`src/rtl/flash_ctl_pkg.sv`:
```
package flash_ctl_pkg;

    localparam int unsigned REG_W    = 8;
    localparam int unsigned BIT_RDY  = 0;
    localparam int unsigned BIT_MODE = 1;
    localparam int unsigned BIT_FRST = 3;
    localparam int unsigned BIT_AREA = 5;

    typedef enum logic [1:0] {
        ARM_IDLE   = 2'd0,
        ARM_PRIMED = 2'd1,
        ARM_ON     = 2'd2
    } arm_state_t;

    typedef enum logic {
        TRK_READY = 1'b0,
        TRK_BUSY  = 1'b1
    } trk_state_t;

endpackage

```
`src/rtl/fcr_arm_fsm.sv`:
```
module fcr_arm_fsm
    import flash_ctl_pkg::*;
(
    input  logic clk,
    input  logic rst_n,
    input  logic wr_hit,
    input  logic wr_other,
    input  logic wr_mode_bit,
    output logic mode_on
);

    arm_state_t state_q;
    arm_state_t state_d;

    // State register
    always_ff @(posedge clk or negedge rst_n) begin
        if (!rst_n) begin
            state_q <= ARM_IDLE;
        end else begin
            state_q <= state_d;
        end
    end

    // Next-state logic
    always_comb begin
        state_d = state_q;
        unique case (state_q)
            ARM_IDLE: begin
                // prime
                if (wr_hit && !wr_mode_bit) begin
                    state_d = ARM_PRIMED;
                end
            end
            ARM_PRIMED: begin
                if (wr_hit) begin
                    // enter, or re-prime
                    state_d = wr_mode_bit ? ARM_ON : ARM_PRIMED;
                end else if (wr_other) begin
                    // cancel
                    state_d = ARM_IDLE;
                end
            end
            ARM_ON: begin
                // exit
                if (wr_hit && !wr_mode_bit) begin
                    state_d = ARM_PRIMED;
                end
            end
            default: state_d = ARM_IDLE;
        endcase
    end

    // Outputs
    always_comb begin
        mode_on = (state_q == ARM_ON);
    end

endmodule

```
`src/rtl/fcr_ready_fsm.sv`:
```
module fcr_ready_fsm
    import flash_ctl_pkg::*;
#(
    parameter int unsigned    CMD_W     = 3,
    parameter logic [CMD_W-1:0] CMD_PROG  = 3'd1,
    parameter logic [CMD_W-1:0] CMD_BLK   = 3'd2,
    parameter logic [CMD_W-1:0] CMD_ALL   = 3'd3
) (
    input  logic             clk,
    input  logic             rst_n,
    input  logic             seq_busy,
    input  logic [CMD_W-1:0] seq_cmd,
    output logic             ready
);

    trk_state_t state_q;
    trk_state_t state_d;
    logic       qual;

    always_comb begin
        qual = (seq_cmd == CMD_PROG) || (seq_cmd == CMD_BLK) || (seq_cmd == CMD_ALL);
    end

    // State register
    always_ff @(posedge clk or negedge rst_n) begin
        if (!rst_n) begin
            state_q <= TRK_READY;
        end else begin
            state_q <= state_d;
        end
    end

    // Next-state logic
    always_comb begin
        state_d = state_q;
        unique case (state_q)
            TRK_READY: begin
                // start
                if (qual && seq_busy) begin
                    state_d = TRK_BUSY;
                end
            end
            TRK_BUSY: begin
                // finish
                if (qual && !seq_busy) begin
                    state_d = TRK_READY;
                end
            end
            default: state_d = TRK_READY;
        endcase
    end

    // Outputs
    always_comb begin
        ready = (state_q == TRK_READY);
    end

endmodule

```
`src/rtl/fcr_ctl_bits.sv`:
```
module fcr_ctl_bits
    import flash_ctl_pkg::*;
(
    input  logic             clk,
    input  logic             rst_n,
    input  logic             wr_hit,
    input  logic [REG_W-1:0] wdata,
    input  logic             mode_on,
    input  logic             boot_mode,
    output logic             frst_bit,
    output logic             area_bit
);

    // Flash reset bit: written only while the mode is on and the write keeps it on.
    always_ff @(posedge clk or negedge rst_n) begin
        if (!rst_n) begin
            frst_bit <= 1'b0;
        end else if (wr_hit) begin
            if (mode_on && wdata[BIT_MODE]) begin
                frst_bit <= wdata[BIT_FRST];
            end else begin
                frst_bit <= 1'b0;
            end
        end else if (!mode_on) begin
            frst_bit <= 1'b0;
        end
    end

    // Area select: only writable in boot mode.
    always_ff @(posedge clk or negedge rst_n) begin
        if (!rst_n) begin
            area_bit <= 1'b0;
        end else if (wr_hit && boot_mode) begin
            area_bit <= wdata[BIT_AREA];
        end
    end

endmodule

```
`src/rtl/fcr_readback.sv`:
```
module fcr_readback
    import flash_ctl_pkg::*;
(
    input  logic             sel,
    input  logic             ready,
    input  logic             mode_on,
    input  logic             frst_bit,
    input  logic             area_bit,
    output logic [REG_W-1:0] rd_data
);

    always_comb begin
        rd_data = '0;
        if (sel) begin
            rd_data[BIT_RDY]  = ready;
            rd_data[BIT_MODE] = mode_on;
            rd_data[BIT_FRST] = frst_bit;
            rd_data[BIT_AREA] = area_bit;
        end
    end

endmodule

```
`src/rtl/flash_ctl_reg.sv`:
```
module flash_ctl_reg
    import flash_ctl_pkg::*;
#(
    parameter int unsigned      ADDR_W   = 8,
    parameter logic [ADDR_W-1:0] REG_ADDR = 8'h40,
    parameter int unsigned      CMD_W    = 3,
    parameter logic [CMD_W-1:0] CMD_PROG = 3'd1,
    parameter logic [CMD_W-1:0] CMD_BLK  = 3'd2,
    parameter logic [CMD_W-1:0] CMD_ALL  = 3'd3
) (
    input  logic              clk,
    input  logic              rst_n,
    input  logic              bus_wr,
    input  logic [ADDR_W-1:0] bus_addr,
    input  logic [REG_W-1:0]  bus_wdata,
    output logic [REG_W-1:0]  rd_data,
    input  logic              seq_busy,
    input  logic [CMD_W-1:0]  seq_cmd,
    input  logic              boot_mode,
    output logic              rpm_en,
    output logic              fetch_inhibit,
    output logic              flash_rst,
    output logic              area_user
);

    logic addr_sel;
    logic wr_hit;
    logic wr_other;
    logic mode_on;
    logic ready;
    logic frst_bit;
    logic area_bit;

    always_comb begin
        addr_sel = (bus_addr == REG_ADDR);
        wr_hit   = bus_wr && addr_sel;
        wr_other = bus_wr && !addr_sel;
    end

    fcr_arm_fsm u_arm (
        .clk         (clk),
        .rst_n       (rst_n),
        .wr_hit      (wr_hit),
        .wr_other    (wr_other),
        .wr_mode_bit (bus_wdata[BIT_MODE]),
        .mode_on     (mode_on)
    );

    fcr_ready_fsm #(
        .CMD_W    (CMD_W),
        .CMD_PROG (CMD_PROG),
        .CMD_BLK  (CMD_BLK),
        .CMD_ALL  (CMD_ALL)
    ) u_rdy (
        .clk      (clk),
        .rst_n    (rst_n),
        .seq_busy (seq_busy),
        .seq_cmd  (seq_cmd),
        .ready    (ready)
    );

    fcr_ctl_bits u_bits (
        .clk       (clk),
        .rst_n     (rst_n),
        .wr_hit    (wr_hit),
        .wdata     (bus_wdata),
        .mode_on   (mode_on),
        .boot_mode (boot_mode),
        .frst_bit  (frst_bit),
        .area_bit  (area_bit)
    );

    fcr_readback u_rb (
        .sel      (addr_sel),
        .ready    (ready),
        .mode_on  (mode_on),
        .frst_bit (frst_bit),
        .area_bit (area_bit),
        .rd_data  (rd_data)
    );

    always_comb begin
        rpm_en        = mode_on;
        fetch_inhibit = mode_on;
        flash_rst     = frst_bit;
        area_user     = area_bit;
    end

endmodule

```
`config.mk`:
```
export PLATFORM = sky130hd
export DESIGN_NAME = flash_ctl_reg
export DESIGN_NICKNAME = d
export VERILOG_FILES = /design/src/rtl/flash_ctl_pkg.sv /design/src/rtl/fcr_arm_fsm.sv /design/src/rtl/fcr_ready_fsm.sv /design/src/rtl/fcr_ctl_bits.sv /design/src/rtl/fcr_readback.sv /design/src/rtl/flash_ctl_reg.sv
export SDC_FILE = /design/constraint.sdc
export NUM_CORES = 1
export LEC_CHECK = 0
export BUFFER_PORTS_ARGS = -buffer_cell sky130_fd_sc_hd__buf_4
export CAP_MARGIN = 5
export CORE_AREA = 2 2 39 41
export CTS_CLUSTER_DIAMETER = 30
export CTS_CLUSTER_SIZE = 25
export DETAILED_ROUTE_END_ITERATION = 12
export DIE_AREA = 0 0 41 43
export PLACE_DENSITY = 0.67
export SLEW_MARGIN = 20
export SYNTH_ARGS = -nofsm -noshare
export SYNTH_HDL_FRONTEND = slang
export SYNTH_HIERARCHICAL = 1
export SYNTH_SLANG_ARGS = --single-unit
```
`constraint.sdc`:
```
create_clock -name clk -period 0.9 [get_ports clk]
set_input_delay 0.045 -clock clk [delete_from_list [all_inputs] [get_ports clk]]
set_output_delay 0.045 -clock clk [all_outputs]
set_load 0.05 [all_outputs]
```
==> impl_metrics.ini, run 1 <==
[run_status]
outcome = finished with violations
violations = setup timing

[place]
place_area_um2 = 624
gp_congestion = 0.652
io_buffers = 26
hpwl_um = 754
dp_cells = 80

[route]
drt_wl_total_um = 982
via_per_inst = 4.39
wire_per_inst_um = 10.9
ant_nets = 0
dr.pass1.iters = 1
via_count = 395
drc_errors = 0
first_iter_violations = 0

[cells_and_area]
drive_above_1_share_pct = 73.0
synthToLayoutAreaGrowth_pct = 107
fin_area_um2 = 764
nets = 99
antennaDiodeCount = 0
finalNonFillerCells = 90

[sta]
period_needed_ns = 1.18
tns_ns = -1.48
hold_violations = 0
rsz0062_at_grt = yes
slew_violations = 0
setup_viol = 10
post-route-period-util_pct = 131
max_freq_mhz = 848
finalClockSkew_ns = 0.00166
finalWorstSetupSlack_ns = -0.280

[power_and_ir_drop]
vdd_drop_max_mv = 0.673
powerDensity_nw_per_um2 = 1080
p_leak_nw = 0.370

[global_route]
groute.usage.overall_pct = 13.1
grt_max_degree = 6
grt-ovfl-total = 0
grt_pass1_wl_mm = 1.43
first_global_vias = 367
antenna_found_initial = 0

[setup_path]
cp_max_fo = 4
crit_path_top_delay_cell = dfrtp_1
required_ns = 0.85
path_cells = nand2b_4 > clkinvlp_4 > and2_4 > buf_8
startpoint_type = register
end_kind = output pin
slowest_delay_ns = 0.40
crit_path_start = u_arm/state_q[1]$_DFFE_PN0P_
r2r-start = u_arm/state_q[1]$_DFFE_PN0P_
path_class = register to output pin
worstPathArrival_ns = 1.13

[job]
cap_violations = 0

[clock_tree]
numClockSinks = 5
path_clk_slew_ns = 0.04
clkLatencyLatePin_ns = 0.24
numCtsBuffers = 3
cts.htree.levels = 1
cts_tree = built
clockBufferDepth = 2
cts_root_buf = clkbuf_4

[yosys]
synth_warnings = 6
synth-edff-count = 0
synth-seq-cells = 5
syn_area_um2 = 369
netlist_instances = 36
seq_area_frac_synth_pct = 33.9
yosys.area.top_type = dfrtp_1
async_flop_share_pct = 100
synth_top_area_share_pct = 33.9
avgSynthCellArea_um2 = 10.3
ys.flop_type = dfrtp_1
synth_common_cells = buf_4, dfrtp_1, and2_1
yosysUniqueCellTypes = 22
synth_top_cells_by_area = dfrtp_1, buf_4, and2_1

[floorplanning]
start_util_pct = 26.7
fp.dieH_um = 43
die_w_um = 41
die_area_um2 = 1760
row_count = 14
num_io_pins = 36
coreArea_um2 = 1380

[hold_path]
min_path_type = input port to register
holdCritStartpoint = bus_wdata[5]
==> placed cells by master (no fill, tap or decap), drive strengths merged <==
cell	n
a21boi	1
and2	5
and3	1
buf	35
clkbuf	4
clkinvlp	1
conb	4
dfrtp	5
dlygate4sd3	1
inv	1
mux2	2
nand2	3
nand2b	1
nand3b	1
nand4	1
nand4b	1
nor2b	1
nor3b	1
nor4	1
nor4b	1
o21a	1
o21ai	1
o21bai	1
==> final timing paths <==
| kind | slack (ns) | to | depth (start not counted) |
|---|---|---|---|
| worst max-delay path | -0.28 | rd_data[1] | 4 |
| worst min-delay path | 0.04 | u_bits/area_bit$_DFFE_PN0P_ | 2 |
| worst max register to register | -0.18 | u_bits/frst_bit$_DFFE_PN0P_ | 6 |
| worst min register to register | 0.52 | register | 1 |
| max in group asynchronous | 0.63 | u_bits/area_bit$_DFFE_PN0P_ | 2 |
| min in group asynchronous | 0.16 | u_arm/state_q[1]$_DFFE_PN0P_ | 2 |
==> per-stage QoR <==
step | utilization (%) | setup WS [ns] | hold WS [ns] | total power [W]
floorplan | - | -0.201 | -0.251 | 0.000408
global placement | 45.1 | -0.259 | -0.150 | 0.000500
detailed placement | 45.1 | -0.276 | -0.150 | 0.000507
CTS | 52.8 | -0.288 | 0.0346 | 0.000807
global route | 55.2 | -0.327 | 0.0314 | 0.000878
finish | 55.2 | -0.280 | 0.0392 | 0.000822
==> critical path: cells and delay by family, from the launching register on <==
family / cells / cell delay (ns)
flip-flops: 1 / 0.40
buffers and inverters: 2 / 0.25
AND/OR/NAND/NOR: 2 / 0.24
==> per-layer routing <==
layer	GRT usage, %	up-vias	share of wire, %
met2	22.8	17	60
met1	10.7	188	31
met4	8.00	0	0.92
li1	-	188	-
met3	6.28	2	7.1
met5	0	-	0
==> repair_timing <==
action / 4_1_cts / 5_1_grt
hold buffers: 1 / 0
setup endpoints to repair: 9 / 12
buffers inserted: 3 / 2
pin swaps: 2 / 1
gates resized for setup: 14 / 5
endpoints found under the hold margin: 5 / 0
==> cells by family after synthesis <==
logic type,count (synthesis),synth area share (%)
other,1,1.02
buffers and inverters,7,12.2
muxes,2,7.12
DFF,5,33.9
AOI/OAI and AO/OA,4,7.46
and+or+nand+nor,17,38.3
==> area by class of cell <==
type,instances,area (um2)
Clock buffer,4,26.3
Fill cell,123,619
Inverter,2,11.3
Multi-Input combinational cell,27,248
Sequential cell,5,126
Tap cell,16,20.0
Timing Repair Buffer,36,333
==> power by group <==
part | switching [W] | internal (W) | total (W)
Clock | 0.0000868 | 0.000167 | 0.000254
Combinational | 0.000163 | 0.000154 | 0.000317
Sequential | 0.0000109 | 0.000240 | 0.000251
Total | 0.000260 | 0.000562 | 0.000822
Power figures use the tool's default switching activity.
==> run 2: changes to the inputs <==
--- a/config.mk
+++ b/config.mk
@@ -5,14 +5,14 @@
 export SDC_FILE = /design/constraint.sdc
 export NUM_CORES = 1
 export LEC_CHECK = 0
+export ABC_AREA = 1
 export BUFFER_PORTS_ARGS = -buffer_cell sky130_fd_sc_hd__buf_4
 export CAP_MARGIN = 5
-export CORE_AREA = 2 2 39 41
+export CORE_UTILIZATION = 32
 export CTS_CLUSTER_DIAMETER = 30
 export CTS_CLUSTER_SIZE = 25
 export DETAILED_ROUTE_END_ITERATION = 12
-export DIE_AREA = 0 0 41 43
-export PLACE_DENSITY = 0.67
+export PLACE_DENSITY = 0.72
 export SLEW_MARGIN = 20
 export SYNTH_ARGS = -nofsm -noshare
 export SYNTH_HDL_FRONTEND = slang
==> impl_metrics.ini, run 2 <==
[yosys]
synth_top_cells_by_area = dfrtp_1, nand2_1, inv_1
synth-seq-cells = 5
synth_warnings = 6
netlist_instances = 73
synth.most_common_cell = nand2_1
async_flop_share_pct = 100
synth_top_area_share_pct = 29.9
yosys.area.top_type = dfrtp_1
ys.flop_type = dfrtp_1
syn_area_um2 = 418
avgSynthCellArea_um2 = 5.72
synth-edff-count = 0
yosysUniqueCellTypes = 11
seq_area_frac_synth_pct = 29.9
synth_common_cells = nand2_1, inv_1, nor2_1

[route]
first_iter_violations = 15
dr.pass1.iters = 5
via_per_inst = 4.23
ant_nets = 0
wire_per_inst_um = 8.54
via_count = 537
drt_wl_total_mm = 1.08
drc_errors = 0

[setup_path]
r2r_slack_ns = -0.12
cp_max_fo = 3
r2r-start = u_arm/state_q[1]$_DFFE_PN0P_
crit_path_top_delay_cell = dfrtp_1
ff2ff_path_depth = 6
cp-endpoint = rd_data[1]
startpoint_type = register
slowest_delay_ns = 0.41
end_kind = output pin
worstPathArrival_ns = 1.07
crit_path_start = u_arm/state_q[0]$_DFFE_PN0P_
path_class = register to output pin
required_ns = 0.85
path_cells = nor2_4 > nand2_2 > clkinvlp_4 > buf_8
timing.rr.end = u_bits/frst_bit$_DFFE_PN0P_

[place]
io_buffers = 26
place_area_um2 = 671
gp_congestion = 0.794
hpwl_um = 821

[floorplanning]
start_util_pct = 36.1
fp.dieH_um = 38.1
num_io_pins = 36
die_w_um = 38.1
die_area_um2 = 1450
coreArea_um2 = 1160
row_count = 12

[global_route]
grt-ovfl-total = 0
use_met1_pct = 16.4
grt_pass1_wl_mm = 1.58
busiest_layer = met2
grtUsageMet3_pct = 1.74
first_global_vias = 433
antenna_found_initial = 0
grt_max_degree = 9
groute.usage.overall_pct = 15.8
grtUsageMet2_pct = 31.8

[cells_and_area]
multi_input_area_um2 = 206
layout_common_cells = buf_4, nand2_1, inv_1, nor2_1
fin_area_um2 = 793
antennaDiodeCount = 0
n_fill_cell = 102
nets = 138
final_common_cell = buf_4
drive_above_1_share_pct = 45.1
seqCellArea_um2 = 128
synthToLayoutAreaGrowth_pct = 89.8

[power_and_ir_drop]
vdd_drop_max_mv = 0.689
p_int_w = 0.000477
p_total_w = 0.000657
combPwrFrac_pct = 25.1
p_leak_nw = 0.457
netSwitchingFraction_pct = 27.4
powerDensity_nw_per_um2 = 828
clock_power_share_pct = 38.9
p_switching_w = 0.000180
pwr-share-seq_pct = 36.0

[clock_tree]
cts_root_buf = clkbuf_4
cts.htree.levels = 1
clkLatencyLatePin_ns = 0.24
numCtsBuffers = 3
path_clk_slew_ns = 0.04
clockBufferDepth = 2
numClockSinks = 5
cts_tree = built

[job]
cap_violations = 0

[hold_path]
min_path_type = input port to register
whs_path_depth = 3

[sta]
finalClockSkew_ns = 0.00365
period_needed_ns = 1.11
setup_viol = 9
post-route-period-util_pct = 124
max_freq_mhz = 899
rsz0062_at_grt = yes
hold_violations = 0
finalWorstSetupSlack_ns = -0.212
slew_violations = 0

[run_status]
violations = setup timing
outcome = finished with violations
## run 2: changes by cell type after synthesis, moves of 4 or more
| cell | change |
|---|---|
| and2_1 | -4 |
| nand3_1 | +5 |
| nand2_1 | +19 |
| inv_1 | +18 |
| nor2_1 | +10 |
## run 2: cells by family (layout without fill, tap and decap cells)
family          Yosys count  count (layout)  synth area share, %
simple gates             41              41                 41.0
flops                     5               5                 29.9
compound gates            1               1                 1.20
other cells               1               4                0.897
buf+inv                  25              62                 26.9
## run 2: worst min path at each step
stage / start / end / slack (ns)
global route: bus_wdata[5] / u_bits/area_bit$_DFFE_PN0P_ / 0.05
detailed placement: rst_n / u_arm/state_q[1]$_DFFE_PN0P_ / -0.15
finish: seq_busy / register / 0.04
global placement: rst_n / u_arm/state_q[1]$_DFFE_PN0P_ / -0.15
CTS: seq_busy / register / 0.04
floorplan: rst_n / u_arm/state_q[0]$_DFFE_PN0P_ / -0.25
## run 2: area by class of cell
cell class | instances | area share (%)
sequential | 5 | 16.1
inverter | 20 | 10.9
multi-input combinational | 46 | 26.0
tap | 14 | 2.21
timing repair buffer | 38 | 41.5
clock buffer | 4 | 3.31
## run 2: what timing repair did
| item | in CTS | in global routing |
|---|---|---|
| pin swaps | 0 | 1 |
| hold buffers | 1 | 0 |
| setup buffers | 3 | 3 |
| gates resized for setup | 9 | 2 |
| hold endpoints to repair | 5 | 0 |
| setup endpoints to repair | 6 | 9 |
## run 2: worst max-delay path: cells and delay by family, from the launching register on
family	cells	cell delay, ns
flip-flops	1	0.41
buffers and inverters	2	0.21
AND/OR/NAND/NOR	2	0.20
## run 2: routing by layer
layer	vias to the layer above	wire length, um
met2	31	582
met3	3	83
met5	-	0
li1	280	-
met1	223	403
met4	0	14
## run 2: power groups by stage
stage                     logic [W]  registers, W  clock network, W
after global placement     0.000148      0.000240                 0
after global routing       0.000182      0.000237          0.000280
after CTS                  0.000164      0.000236          0.000262
after detailed placement   0.000153      0.000240                 0
after floorplan           0.0000844      0.000243                 0
final                      0.000165      0.000236          0.000255
## run 2: per-stage QoR
| stage | hold WS (ns) | instances | setup TNS (ns) | worst slack, ns | util, % |
|---|---|---|---|---|---|
| after floorplan | -0.251 | 76 | -0.487 | -0.208 | - |
| after global placement | -0.152 | 116 | -0.261 | -0.0683 | 58.0 |
| after detailed placement | -0.153 | 116 | -0.437 | -0.0974 | 58.0 |
| after CTS | 0.0417 | 124 | -1.00 | -0.209 | 66.0 |
| after global routing | 0.0469 | 127 | -1.53 | -0.271 | 68.6 |
| final | 0.0431 | 127 | -1.13 | -0.212 | 68.6 |
==> run 3: changes to the inputs <==
--- a/config.mk
+++ b/config.mk
@@ -7,12 +7,13 @@
 export LEC_CHECK = 0
 export ABC_AREA = 1
 export BUFFER_PORTS_ARGS = -buffer_cell sky130_fd_sc_hd__buf_4
-export CAP_MARGIN = 5
+export CAP_MARGIN = 20
 export CORE_UTILIZATION = 32
 export CTS_CLUSTER_DIAMETER = 30
 export CTS_CLUSTER_SIZE = 25
 export DETAILED_ROUTE_END_ITERATION = 12
 export PLACE_DENSITY = 0.72
+export REMOVE_ABC_BUFFERS = 1
 export SLEW_MARGIN = 20
 export SYNTH_ARGS = -nofsm -noshare
 export SYNTH_HDL_FRONTEND = slang
==> impl_metrics.ini, run 3 (synthesis gave the netlist of run 2 again) <==
[global_route]
antenna_found_initial = 0
grt_max_degree = 9
groute.usage.overall_pct = 15.5
first_global_vias = 421
grt-ovfl-total = 0
grt_pass1_wl_mm = 1.52

[run_status]
violations = setup timing
outcome = finished with violations

[power_and_ir_drop]
p_int_w = 0.000469
netSwitchingFraction_pct = 27.4
p_leak_nw = 0.458
pwr-share-seq_pct = 36.5
p_switching_w = 0.000177
vdd_drop_max_mv = 0.881
powerDensity_nw_per_um2 = 870
clock_power_share_pct = 39.1
combPwrFrac_pct = 24.5

[cells_and_area]
fin_area_um2 = 743
synthToLayoutAreaGrowth_pct = 77.8
final_common_cell = buf_4
layout_common_cells = buf_4, nand2_1, inv_1, nor2_1, buf_6
drive_above_1_share_pct = 37.0
n_fill_cell = 127
nets = 133
fin_util_pct = 64.3
antennaDiodeCount = 0

[job]
cap_violations = 0

[setup_path]
cp_max_fo = 2
end_kind = output pin
required_ns = 0.85
path_class = register to output pin
worstPathArrival_ns = 1.05
crit_path_start = u_arm/state_q[0]$_DFFE_PN0P_
startpoint_type = register
ff2ff_path_depth = 6
r2r-start = u_arm/state_q[1]$_DFFE_PN0P_

[place]
hpwl_um = 840
io_buffers = 26
gp_congestion = 0.755
place_area_um2 = 642

[floorplanning]
die_w_um = 38.1
start_util_pct = 36.1
row_count = 12
die_area_um2 = 1450
coreArea_um2 = 1160
fp.dieH_um = 38.1
num_io_pins = 36

[sta]
finalClockSkew_ns = 0.00491
max_freq_mhz = 914
hold_violations = 0
period_needed_ns = 1.09
setup_viol = 7
rsz0062_at_grt = yes
tns_ns = -0.837
slew_violations = 0
finalWorstSetupSlack_ns = -0.194
post-route-period-util_pct = 122

[route]
wire_per_inst_um = 9.75
ant_nets = 0
drc_errors = 0
drt_wl_total_mm = 1.19
dr.pass1.iters = 4
first_iter_violations = 8
via_count = 523
via_per_inst = 4.29

[hold_path]
min_path_type = input port to register
holdCritStartpoint = bus_wdata[5]
whs_path_depth = 3

[clock_tree]
cts_tree = built
path_clk_slew_ns = 0.04
clkLatencyLatePin_ns = 0.24
numCtsBuffers = 3
cts.htree.levels = 1
cts_root_buf = clkbuf_4
clockBufferDepth = 2
numClockSinks = 5
run 3: cell count changes in the layout (fill, tap and decap cells not counted), moves of 2 or more:
cell,delta
dfrtp_1,+2
clkinvlp_4,-3
buf_4,-6
nand2_2,-3
inv_2,+2
dfrtp_2,-2
nand2_1,+3
run 3: area by class of cell:
| cell class | instances | area (um2) | share of cell area (%) |
|---|---|---|---|
| Clock buffer | 4 | 26.3 | 3.54 |
| Sequential cell | 5 | 125 | 16.8 |
| Multi-Input combinational cell | 46 | 204 | 27.4 |
| Timing Repair Buffer | 33 | 295 | 39.7 |
| Tap cell | 14 | 17.5 | 2.36 |
| Inverter | 20 | 75.1 | 10.1 |
run 3: power groups by stage:
stage | Sequential (W) | Clock (W) | Combinational (W)
floorplan | 0.000243 | 0 | 0.0000705
global placement | 0.000239 | 0 | 0.000149
detailed placement | 0.000239 | 0 | 0.000153
CTS | 0.000236 | 0.000265 | 0.000157
global route | 0.000236 | 0.000288 | 0.000172
finish | 0.000236 | 0.000253 | 0.000158
run 3: metal layers:
layer  global-route usage, %  wire [um]
met2                    29.2        700
met1                    16.5        417
met5                       0          0
met3                    1.74         54
met4                    8.04         17
run 3: stage by stage:
step / total power [W] / cells / setup WS (ns) / hold slack [ns]
after detailed placement: 0.000392 / 116 / -0.0238 / -0.152
after global placement: 0.000388 / 116 / -0.0264 / -0.152
after floorplan: 0.000313 / 71 / -1.39 / -0.251
after global routing: 0.000696 / 122 / -0.247 / 0.0488
after CTS: 0.000658 / 122 / -0.197 / 0.0483
final: 0.000647 / 122 / -0.194 / 0.0567
run 3: worst paths after layout:
kind | end | slack (ns)
max in group asynchronous | u_arm/state_q[1]$_DFFE_PN0P_ | 0.65
min in group asynchronous | u_arm/state_q[0]$_DFFE_PN0P_ | 0.14
min | u_bits/area_bit$_DFFE_PN0P_ | 0.06
max | rd_data[1] | -0.19
max reg2reg | u_bits/frst_bit$_DFFE_PN0P_ | -0.09
min reg2reg | register | 0.47
run 3: critical path, cell delays in order, from the launching register on:
cell and delay (ns):
dfrtp_1 0.42, nor2_4 0.12, nand2_1 0.06, inv_1 0.06
buf_6 0.15
run 3: repair_timing:
action / CTS / global route
hold buffers: 1 / 0
endpoints found under the setup margin: 6 / 9
cloned: 0 / 0
hold endpoints to repair: 5 / 0
pin swaps: 1 / 1
resized for setup: 12 / 6
setup buffers: 1 / 0
